**config.mk**
```make
export PLATFORM = sky130hd
export DESIGN_NAME = fpx_insn_decoder
export DESIGN_NICKNAME = d
export VERILOG_FILES = /design/src/rtl/fpx_dec_pkg.sv /design/src/rtl/fpx_field_split.sv /design/src/rtl/fpx_pattern_match.sv /design/src/rtl/fpx_sidx_select.sv /design/src/rtl/fpx_out_stage.sv /design/src/rtl/fpx_insn_decoder.sv
export SDC_FILE = /design/constraint.sdc
export NUM_CORES = 1
export LEC_CHECK = 0
export BUFFER_PORTS_ARGS = -buffer_cell sky130_fd_sc_hd__buf_4
export CORE_ASPECT_RATIO = 1.2
export CORE_MARGIN = 8
export CORE_UTILIZATION = 41
export CTS_BUF_LIST = sky130_fd_sc_hd__clkbuf_16
export CTS_CLUSTER_SIZE = 25
export DETAILED_ROUTE_END_ITERATION = 6
export PLACE_DENSITY = 0.75
export SYNTH_ARGS = -nofsm -noshare
export SYNTH_HDL_FRONTEND = slang
export SYNTH_SLANG_ARGS = --single-unit
```
**constraint.sdc**
```tcl
create_clock -name clk -period 2.1 [get_ports clk]
set_input_delay 0.315 -clock clk [delete_from_list [all_inputs] [get_ports clk]]
set_output_delay 0.315 -clock clk [all_outputs]
set_load 0.05 [all_outputs]
```
**src/rtl/fpx_dec_pkg.sv**
```systemverilog
package fpx_dec_pkg;

    localparam int WORD_W  = 32;
    localparam int FIELD_W = 4;
    localparam int SIDX_W  = FIELD_W + 1;
    localparam int OP_W    = 4;

    typedef enum logic [OP_W-1:0] {
        OP_NONE      = 4'd0,
        OP_CORE_TO_S = 4'd1,
        OP_S_TO_CORE = 4'd2,
        OP_I_TO_D    = 4'd3,
        OP_D_TO_I    = 4'd4,
        OP_DADD      = 4'd5,
        OP_DSUB      = 4'd6,
        OP_DMUL      = 4'd7,
        OP_DDIV      = 4'd8,
        OP_DCMP      = 4'd9,
        OP_FLAGS     = 4'd10,
        OP_CC_TO_D   = 4'd11,
        OP_D_TO_CC   = 4'd12
    } fp_op_e;

    typedef struct packed {
        logic [FIELD_W-1:0] rt;
        logic [FIELD_W-1:0] rn;
        logic [FIELD_W-1:0] vd;
        logic [FIELD_W-1:0] vn;
        logic [FIELD_W-1:0] vm;
        logic               xn;
        logic               xd;
        logic               xm;
    } fields_s;

    typedef struct packed {
        fp_op_e             op;
        logic               unsup;
        logic [FIELD_W-1:0] rt;
        logic [FIELD_W-1:0] rn;
        logic [FIELD_W-1:0] vd;
        logic [FIELD_W-1:0] vn;
        logic [FIELD_W-1:0] vm;
        logic [SIDX_W-1:0]  sidx;
    } dec_s;

    function automatic logic [SIDX_W-1:0] join_sidx(logic [FIELD_W-1:0] hi, logic lo);
        return {hi, lo};
    endfunction

endpackage

```
**src/rtl/fpx_field_split.sv**
```systemverilog
module fpx_field_split
    import fpx_dec_pkg::*;
(
    input  logic [WORD_W-1:0] word_i,
    output fields_s           fld_o
);
    logic unused_bits;
    assign unused_bits = ^{word_i[31:23], word_i[21:20], word_i[11:8], word_i[6], word_i[4]};

    always_comb begin
        fld_o.rt = word_i[15:12];
        fld_o.rn = word_i[19:16];
        fld_o.vd = word_i[15:12];
        fld_o.vn = word_i[19:16];
        fld_o.vm = word_i[3:0];
        fld_o.xn = word_i[7];
        fld_o.xd = word_i[22];
        fld_o.xm = word_i[5];
    end
endmodule

```
**src/rtl/fpx_pattern_match.sv**
```systemverilog
module fpx_pattern_match
    import fpx_dec_pkg::*;
(
    input  logic [WORD_W-1:0] word_i,
    output fp_op_e            op_o,
    output logic              unsup_o
);
    logic unused_cond;
    assign unused_cond = ^word_i[31:28];

    logic grp6, grp7;
    logic fx_95, arith_base, mov_base;
    assign grp6 = (word_i[27:25] == 3'd6);
    assign grp7 = (word_i[27:25] == 3'd7) && !word_i[24];
    assign fx_95 = (word_i[11:9] == 3'd5) && word_i[8] && !word_i[4];
    assign arith_base = fx_95;
    assign mov_base = (word_i[11:8] == 4'hA) && (word_i[6:5] == 2'd0)
                      && word_i[4] && (word_i[3:0] == 4'd0);

    always_comb begin
        op_o    = OP_NONE;
        unsup_o = 1'b0;
        if (grp6) begin
            unsup_o = 1'b1;
            if (!word_i[24] && !word_i[23] && word_i[22] &&
                (word_i[11:8] == 4'hB) && (word_i[7:6] == 2'd0) && word_i[4]) begin
                unsup_o = 1'b0;
                op_o    = word_i[20] ? OP_D_TO_CC : OP_CC_TO_D;
            end
        end else if (grp7) begin
            unsup_o = 1'b1;
            if (word_i[23]) begin
                if ((word_i[21:19] == 3'd7) && (word_i[18:16] == 3'd5) && fx_95 && word_i[6]) begin
                    op_o = OP_D_TO_I;
                end else if ((word_i[21:19] == 3'd7) && (word_i[18:16] == 3'd0) && fx_95 &&
                             word_i[7] && word_i[6]) begin
                    op_o = OP_I_TO_D;
                end else if ((word_i[21:20] == 2'd0) && fx_95 && !word_i[6]) begin
                    op_o = OP_DDIV;
                end else if ((word_i[21:20] == 2'd3) && (word_i[19:16] == 4'd4) && fx_95 &&
                             word_i[6]) begin
                    op_o = OP_DCMP;
                end else if ((word_i[23:20] == 4'hF) && (word_i[19:16] == 4'd1) &&
                             (word_i[11:8] == 4'hA) && (word_i[7:5] == 3'd0) && word_i[4] &&
                             (word_i[3:0] == 4'd0) && (word_i[15:12] == 4'hF)) begin
                    op_o = OP_FLAGS;
                end
            end else if (word_i[21]) begin
                if (arith_base) begin
                    case ({word_i[20], word_i[6]})
                        2'b10:   op_o = OP_DADD;
                        2'b11:   op_o = OP_DSUB;
                        2'b00:   op_o = OP_DMUL;
                        default: op_o = OP_NONE;
                    endcase
                end
            end else if (mov_base) begin
                op_o = word_i[20] ? OP_S_TO_CORE : OP_CORE_TO_S;
            end
            if (op_o != OP_NONE) unsup_o = 1'b0;
        end
    end
endmodule

```
**src/rtl/fpx_sidx_select.sv**
```systemverilog
module fpx_sidx_select
    import fpx_dec_pkg::*;
(
    input  fp_op_e             op_i,
    input  fields_s            fld_i,
    output logic [SIDX_W-1:0]  sidx_o
);
    always_comb begin
        unique case (op_i)
            OP_CORE_TO_S, OP_S_TO_CORE: sidx_o = join_sidx(fld_i.vn, fld_i.xn);
            OP_D_TO_I:                  sidx_o = join_sidx(fld_i.vd, fld_i.xd);
            OP_I_TO_D:                  sidx_o = join_sidx(fld_i.vm, fld_i.xm);
            default:                    sidx_o = '0;
        endcase
    end
endmodule

```
**src/rtl/fpx_out_stage.sv**
```systemverilog
module fpx_out_stage
    import fpx_dec_pkg::*;
#(
    parameter bit REG_OUT = 1'b1
) (
    input  logic clk,
    input  logic rst,
    input  dec_s d_i,
    output dec_s q_o
);
    generate
        if (REG_OUT) begin : g_reg
            dec_s q_r;
            always_ff @(posedge clk) begin
                if (rst) q_r <= '0;
                else     q_r <= d_i;
            end
            assign q_o = q_r;
        end else begin : g_comb
            logic unused_clk;
            assign unused_clk = clk ^ rst;
            assign q_o = d_i;
        end
    endgenerate
endmodule

```
**src/rtl/fpx_insn_decoder.sv**
```systemverilog
module fpx_insn_decoder
    import fpx_dec_pkg::*;
#(
    parameter bit REG_OUT = 1'b1
) (
    input  logic        clk,
    input  logic        rst,
    input  logic [31:0] instr_i,
    output logic [3:0]  op_o,
    output logic        unsup_o,
    output logic [3:0]  core_t_o,
    output logic [3:0]  core_n_o,
    output logic [3:0]  dreg_d_o,
    output logic [3:0]  dreg_n_o,
    output logic [3:0]  dreg_m_o,
    output logic [4:0]  sreg_o
);
    fields_s fld;
    fp_op_e  op_c;
    logic    unsup_c;
    logic [SIDX_W-1:0] sidx_c;
    dec_s    dec_c, dec_q;

    fpx_field_split u_split (.word_i(instr_i), .fld_o(fld));
    fpx_pattern_match u_match (.word_i(instr_i), .op_o(op_c), .unsup_o(unsup_c));
    fpx_sidx_select u_sidx (.op_i(op_c), .fld_i(fld), .sidx_o(sidx_c));

    always_comb begin
        dec_c.op    = op_c;
        dec_c.unsup = unsup_c;
        dec_c.rt    = fld.rt;
        dec_c.rn    = fld.rn;
        dec_c.vd    = fld.vd;
        dec_c.vn    = fld.vn;
        dec_c.vm    = fld.vm;
        dec_c.sidx  = sidx_c;
    end

    fpx_out_stage #(.REG_OUT(REG_OUT)) u_out (.clk(clk), .rst(rst), .d_i(dec_c), .q_o(dec_q));

    assign op_o     = dec_q.op;
    assign unsup_o  = dec_q.unsup;
    assign core_t_o = dec_q.rt;
    assign core_n_o = dec_q.rn;
    assign dreg_d_o = dec_q.vd;
    assign dreg_n_o = dec_q.vn;
    assign dreg_m_o = dec_q.vm;
    assign sreg_o   = dec_q.sidx;
endmodule

```
Word level (Yosys, flattened, before mapping)
Cells that the tools add are included.
{ "classes": {"muxes": 22, "n_eq_ne": 18, "reduce_logical": 42} }
{ "op_table": {"columns": ["op", "count"], "rows": [
  ["$mux 4", 14],
  ["$logic_and 1x1->1", 29],
  ["$eq 4x4->1 const B", 4],
  ["$eq 3x3->1 const B", 5],
  ["$pmux 5 s3", 1],
  ["$pmux 3 s3", 1],
  ["$eq 4x1->1 const B", 2],
  ["$eq 4x2->1 const B", 2],
  ["$eq 4x3->1 const B", 2],
  ["$logic_not 2->1", 4],
  ["$eq 2x2->1 const B", 3],
  ["$logic_not 3->1", 2],
  ["$logic_not 1->1", 4],
  ["$logic_not 4->1", 1],
  ["$mux 1", 4],
  ["$reduce_bool 4->1", 1],
  ["$mux 3", 1],
  ["$mux 2", 1],
  ["$reduce_or 2->1", 1]
]} }
{ "word_totals": {"word_cells": 88, "ff_bits": 22} }

Logic depth before layout (Yosys ltp)
{ "logic_depth": {"ltp_word": 20, "mapped_depth": 9, "depth_no_buf": 9} }

By module
Synthesis repeated with hierarchy kept, for this count alone.
{ "unflattened": {"hier_cells": 156, "area_unflattened_um2": 1597.8} }
{ "by_module_without_submodules": {"columns": ["mod", "cells_each", "area_each_um2", "instances", "seq_area_each_um2"], "rows": [
  ["fpx_out_stage", 63, 882.1, 1, 600.6],
  ["fpx_pattern_match", 56, 427.9, 1, 0.0],
  ["fpx_field_split", 23, 172.7, 1, 0.0],
  ["fpx_sidx_select", 14, 115.1, 1, 0.0]
]} }

Worst setup path before layout
OpenSTA, ideal clock, no wires.
{ "synth_timing": {"path_kind": "input to register", "start": "in instr_i[5]", "end": "reg u_out.g_reg.q_r, in the netlist u_out.q_o[1]", "setup_slack_ns": -0.157, "path_stages": 7, "arrival_ns": 2.131, "setup_time_ns": 0.126, "path_cell_list": "or4_4 > or4_4 > o32ai_4 > a31oi_4 > o31a_1 > o21bai_4 > a31oi_1"} }
{ "synth_via": {"elab_chain_len": 18, "word_cells_on_any_way": 27, "cone_classes": "4 x eq/ne; 13 x mux; 10 x reduce/logical"} }
{ "synth_rtl": {"columns": ["item", "line", "text"], "rows": [
  ["start: declaration", "fpx_insn_decoder.sv:8", "input logic [31:0] instr_i,"],
  ["$logic_not 3->1", "fpx_pattern_match.sv:44", "(word_i[11:8] == 4'hA) && (word_i[7:5] == 3'd0) && word_i[4] &&"],
  ["$logic_and 1x1->1 (3 in series)", "fpx_pattern_match.sv:44", null],
  ["$logic_and 1x1->1", "fpx_pattern_match.sv:45", "(word_i[3:0] == 4'd0) && (word_i[15:12] == 4'hF)) begin"],
  ["$mux 4", "fpx_pattern_match.sv:43", "end else if ((word_i[23:20] == 4'hF) && (word_i[19:16] == 4'd1) &&"],
  ["$mux 4", "fpx_pattern_match.sv:40", "end else if ((word_i[21:20] == 2'd3) && (word_i[19:16] == 4'd4) && fx_95 &&"],
  ["$mux 4", "fpx_pattern_match.sv:38", "end else if ((word_i[21:20] == 2'd0) && fx_95 && !word_i[6]) begin"],
  ["$mux 4", "fpx_pattern_match.sv:35", "end else if ((word_i[21:19] == 3'd7) && (word_i[18:16] == 3'd0) && fx_95 &&"],
  ["$mux 4", "fpx_pattern_match.sv:33", "if ((word_i[21:19] == 3'd7) && (word_i[18:16] == 3'd5) && fx_95 && word_i[6]) begin"],
  ["$mux 4 (*)", "fpx_pattern_match.sv:32", "if (word_i[23]) begin"],
  ["$mux 4 (*)", "fpx_pattern_match.sv:30", "end else if (grp7) begin"],
  ["$mux 4 (*)", "fpx_pattern_match.sv:23", "if (grp6) begin"],
  ["$mux 4 (*)", "fpx_pattern_match.sv:30", null],
  ["$mux 4 (*)", "fpx_pattern_match.sv:23", null],
  ["$eq 4x1->1 / $eq 4x2->1 (equally long branches)", "fpx_sidx_select.sv:9", "unique case (op_i)"],
  ["$reduce_or 2->1", "fpx_sidx_select.sv:9", null],
  ["$pmux 5 s3 (*)", "fpx_sidx_select.sv:9", null],
  ["end signal: assignment", "fpx_out_stage.sv:16", "else q_r <= d_i;"],
  ["end: declaration", "fpx_out_stage.sv:13", "dec_s q_r;"]
]} }
Every way passes the cells marked *; elsewhere a longest branch is shown, timed or not. The select of a mux whose other input is x is not followed.
A chain may end at the register's enable or synchronous reset.

Worst setup path after layout
{ "layout_timing": {"start": "in instr_i[2]", "end": "reg u_out.g_reg.q_r, in the netlist u_out.q_o[3]"} }
{ "layout_via": {"elab_chain_len": 16, "word_cells_on_any_way": 22, "cone_classes": "4 x eq/ne; 13 x mux; 5 x reduce/logical"} }
{ "layout_rtl": {"columns": ["item", "line"], "rows": [
  ["$logic_not 4->1", "fpx_pattern_match.sv:18, fpx_pattern_match.sv:45"],
  ["$logic_and 1x1->1", "fpx_pattern_match.sv:44"],
  ["$logic_and 1x1->1", "fpx_pattern_match.sv:45"],
  ["$mux 4", "fpx_pattern_match.sv:43"],
  ["$mux 4", "fpx_pattern_match.sv:40"],
  ["$mux 4", "fpx_pattern_match.sv:38"],
  ["$mux 4", "fpx_pattern_match.sv:35"],
  ["$mux 4", "fpx_pattern_match.sv:33"],
  ["$mux 4", "fpx_pattern_match.sv:32"],
  ["$mux 4", "fpx_pattern_match.sv:30"],
  ["$mux 4", "fpx_pattern_match.sv:23"],
  ["$mux 4", "fpx_pattern_match.sv:30"],
  ["$mux 4", "fpx_pattern_match.sv:23"],
  ["$eq 4x1->1 / $eq 4x2->1 (equally long branches)", "fpx_sidx_select.sv:9"],
  ["$reduce_or 2->1", "fpx_sidx_select.sv:9"],
  ["$pmux 5 s3 (*)", "fpx_sidx_select.sv:9"]
]} }
Marks and branches as above.

==> summary.txt <==
OUTCOME
--------------------------------------------------------------------------------------------------------
Run status                                                                                  finished with violations
Violated checks                                                                             negative setup slack

YOSYS
--------------------------------------------------------------------------------------------------------
Post-synth net total                                                                                 187
Most used standard cell by instance count after synthesis                                        dfxtp_1
Mux contribution to synthesized area                                                              0.752%
Synth Area in Adders                                                                               2.82%
Number of register bits inferred by synthesis                                                         22
Simple-gate share of the synthesized area                                                          35.7%
Number of enable flip-flop cells after synthesis                                                       0
Most frequent cells after synthesis                                                         22 x dfxtp_1, 12 x nor2b_1, 11 x nand2_1, 9 x nor2_1, 8 x buf_4
Gate Count Post-Synth                                                                                150
Share of the synthesized area in the top cell type                                                 33.1%
Leading register cell type out of synthesis                                                      dfxtp_1
Complex-gate fraction of the synthesized area                                                      20.4%
Synth unique cells                                                                                    48
Post-synth top area cell                                                                         dfxtp_1
XOR/XNOR share of the synthesized area                                                                0%
Synthesized area per cell                                                                      8.88 um^2
Cell types with the largest area share after synthesis                                      dfxtp_1 33%, nor2b_1 5.6%, buf_4 4.5%, nand2_1 3.1%, ha_1 2.8%
Sequential element share of the synthesized area                                                   33.1%
Post-synth design cell area                                                                 0.00133 mm^2
Main combinational cell family by area after synthesis                                      simple AND/OR/NAND/NOR gates
Number of warnings issued by yosys                                                                     0
Async set-or-reset flop fraction in the synthesized netlist                                           0%

LAYOUT
--------------------------------------------------------------------------------------------------------
Post-layout utilization of the core                                                                72.2%
# fillers                                                                                            240
Multi-input combinational cell area                                                             822 um^2
Max FFs per register                                                                                  22
Layout cells sized above 1                                                                         51.4%
Area overhead of the layout relative to synthesis                                                  67.3%
Net total in the final layout                                                                        285
Number of non-filler instances in the completed layout                                               283
Number of inserted diodes                                                                              0
Area of all sequential standard cells                                                           440 um^2

CLOCK TREE
--------------------------------------------------------------------------------------------------------
Buffer levels on the longest clock path                                                                2
Hold bufs inserted after CTS                                                                           0
H-tree levels                                                                                          1
TritonCTS clock tree                                                                                done
Post-CTS clock slew at the launch and capture registers of the worst setup and hold paths          60 ps
Clock net sink count                                                                                  22
Number of buffers inserted during clock tree synthesis                                                 3
Clock Root Buffer                                                                              clkbuf_16

ROUTING
--------------------------------------------------------------------------------------------------------
Average detailed-routed wire length per instance                                                 17.4 um
Count of routing violations after the opening detailed-route iteration                                65
Vias after detailed routing                                                                         1577
Number of detailed-routing iterations run before antenna repair                                        4
Vias per Instance                                                                                   5.57
Post-route DRC violation count                                                                         0
Total wire length after detailed routing                                                         4930 um
Post-detailed-route count of antenna-violating nets                                                    0

GRT
--------------------------------------------------------------------------------------------------------
Routing layer with the top usage in global route                                                    met2
Met3 Track Usage GR                                                                                4.12%
Maximum number of pins on one net before global-route repair                                          19
Overall global routing resource usage                                                              18.4%
Grt met2 use                                                                                       33.3%
Global-route wire length before repair                                                           7620 um
Routing usage on met1                                                                              18.3%
Antenna violations before repair                                                                       0
Total congestion overflow after global routing                                                         0
Number of global-route vias before repair                                                           1631

DIE
--------------------------------------------------------------------------------------------------------
Effective utilization at floorplan                                                                 43.2%
Height of the chip                                                                               78.4 um
Die span in x                                                                                    68.0 um
Ports                                                                                                 64
Die area                                                                                    0.00533 mm^2
Floorplan row count                                                                                   22
Floorplan Core Area                                                                         0.00308 mm^2

TIMING
--------------------------------------------------------------------------------------------------------
Count of final hold-check violations                                                                   0
Worst-case setup margin in the final layout                                                      -141 ps
Total of endpoints with negative setup slack in the final report                                       5
Tcrit/Tclk final                                                                                    107%
Worst slew margin relative to its limit                                                            58.4%
Clock period minus final worst setup slack                                                       2240 ps
Worst-case hold slack                                                                             312 ps
Fmax                                                                                             446 MHz
RSZ-0062 raised after global routing                                                                 yes
Worst-Margin Slew                                                                                 620 ps
Number of slew-limit violations in the final report                                                    0

PLACEMENT
--------------------------------------------------------------------------------------------------------
Routability congestion estimate from global placement                                              0.829
Placed insts                                                                                         276
Number of buffers inserted by port buffering                                                          59
Post-DP HPWL                                                                                     3820 um

HOLD PATH
--------------------------------------------------------------------------------------------------------
Hold Startpoint                                                                              instr_i[12]
Worst Hold Class                                                                            primary input to flip-flop

WORST SETUP PATH
--------------------------------------------------------------------------------------------------------
Maximum fanout along the worst path                                                                    3
Crit end category                                                                              flip-flop
Startpoint of the worst setup timing path                                                     instr_i[2]
Startpoint kind of the worst setup timing path                                              primary input
Arrival @ worst endpoint                                                                         2430 ps
Data required time of the worst path                                                             2290 ps
Crit Path Category                                                                          primary input to flip-flop

JOB
--------------------------------------------------------------------------------------------------------
Max_cap viols                                                                                          0

POWER
--------------------------------------------------------------------------------------------------------
Worst IR Drop VDD                                                                               0.695 mV
P_leak                                                                                       0.000967 uW
Pwr/cell area                                                                                562 mW/mm^2

[logic make-up after synthesis]
kind of cell	count (synthesis)
adders and majority gates	3
buffers and inverters	15
DFF	22
and+or+nand+nor	78
AOI/OAI and AO/OA	31
muxes	1
[metrics by stage]
stage	total power (uW)	worst slack, ps	TNS (ps)	area, um^2
5_1_grt	1290	-195	-952	2230
4_1_cts	1250	-136	-562	2210
6_report	1250	-141	-582	2230
2_1_floorplan	581	-157	-830	1330
3_5_place_dp	721	-436	-2580	2060
3_3_place_gp	717	-360	-2270	2060
[per-layer routing]
layer / vias up / wire length (um)
met5: - / 0
met4: 0 / 180
met3: 11 / 330
met2: 69 / 2690
met1: 751 / 1730
li1: 746 / -
[critical path, cell delays in order]
cell and delay (ps):
buf_6 90, or4_4 540, buf_6 140, nor4_4 230, buf_4 170, a31oi_1 110
and2_4 180, buf_4 140, nor3_1 270, a32oi_1 90, a21oi_1 150
[path summary, 6_finish.rpt]
kind / slack [ps] / cells after the start / to
hold / removal: 310 / 2 / u_out.q_o[21]
setup / recovery: -140 / 11 / u_out.q_o[3]
[cell type report]
type | count | share of cell area (%)
Timing Repair Buffer | 105 | 36.1
Multi-Input combinational cell | 113 | 36.9
Clock inverter | 1 | 1.35
Clock buffer | 3 | 3.37
Tap cell | 36 | 2.02
Sequential cell | 22 | 19.8
Inverter | 3 | 0.506
[timing repair]
action,CTS,global route
pin swaps,7,8
setup endpoints to repair,6,7
resized for setup,6,3
buffers inserted,3,0
[placed cells by master (no fill, tap or decap), types with 4 or more instances in the layout]
cell	instances
nand3_1	7
nand4_1	5
nand2b_1	4
nor2_1	9
dfxtp_1	22
buf_4	101
o211ai_1	5
nor2b_1	12
buf_6	4
nor3_1	5
nand2_1	11
a21oi_1	7
[power by group]
group	internal [uW]	total [uW]	switching [uW]
Sequential	431	436	5.36
Clock	379	533	154
Combinational	126	283	157
Total	935	1250	317
No activity file was read; power rests on OpenSTA's default activity.
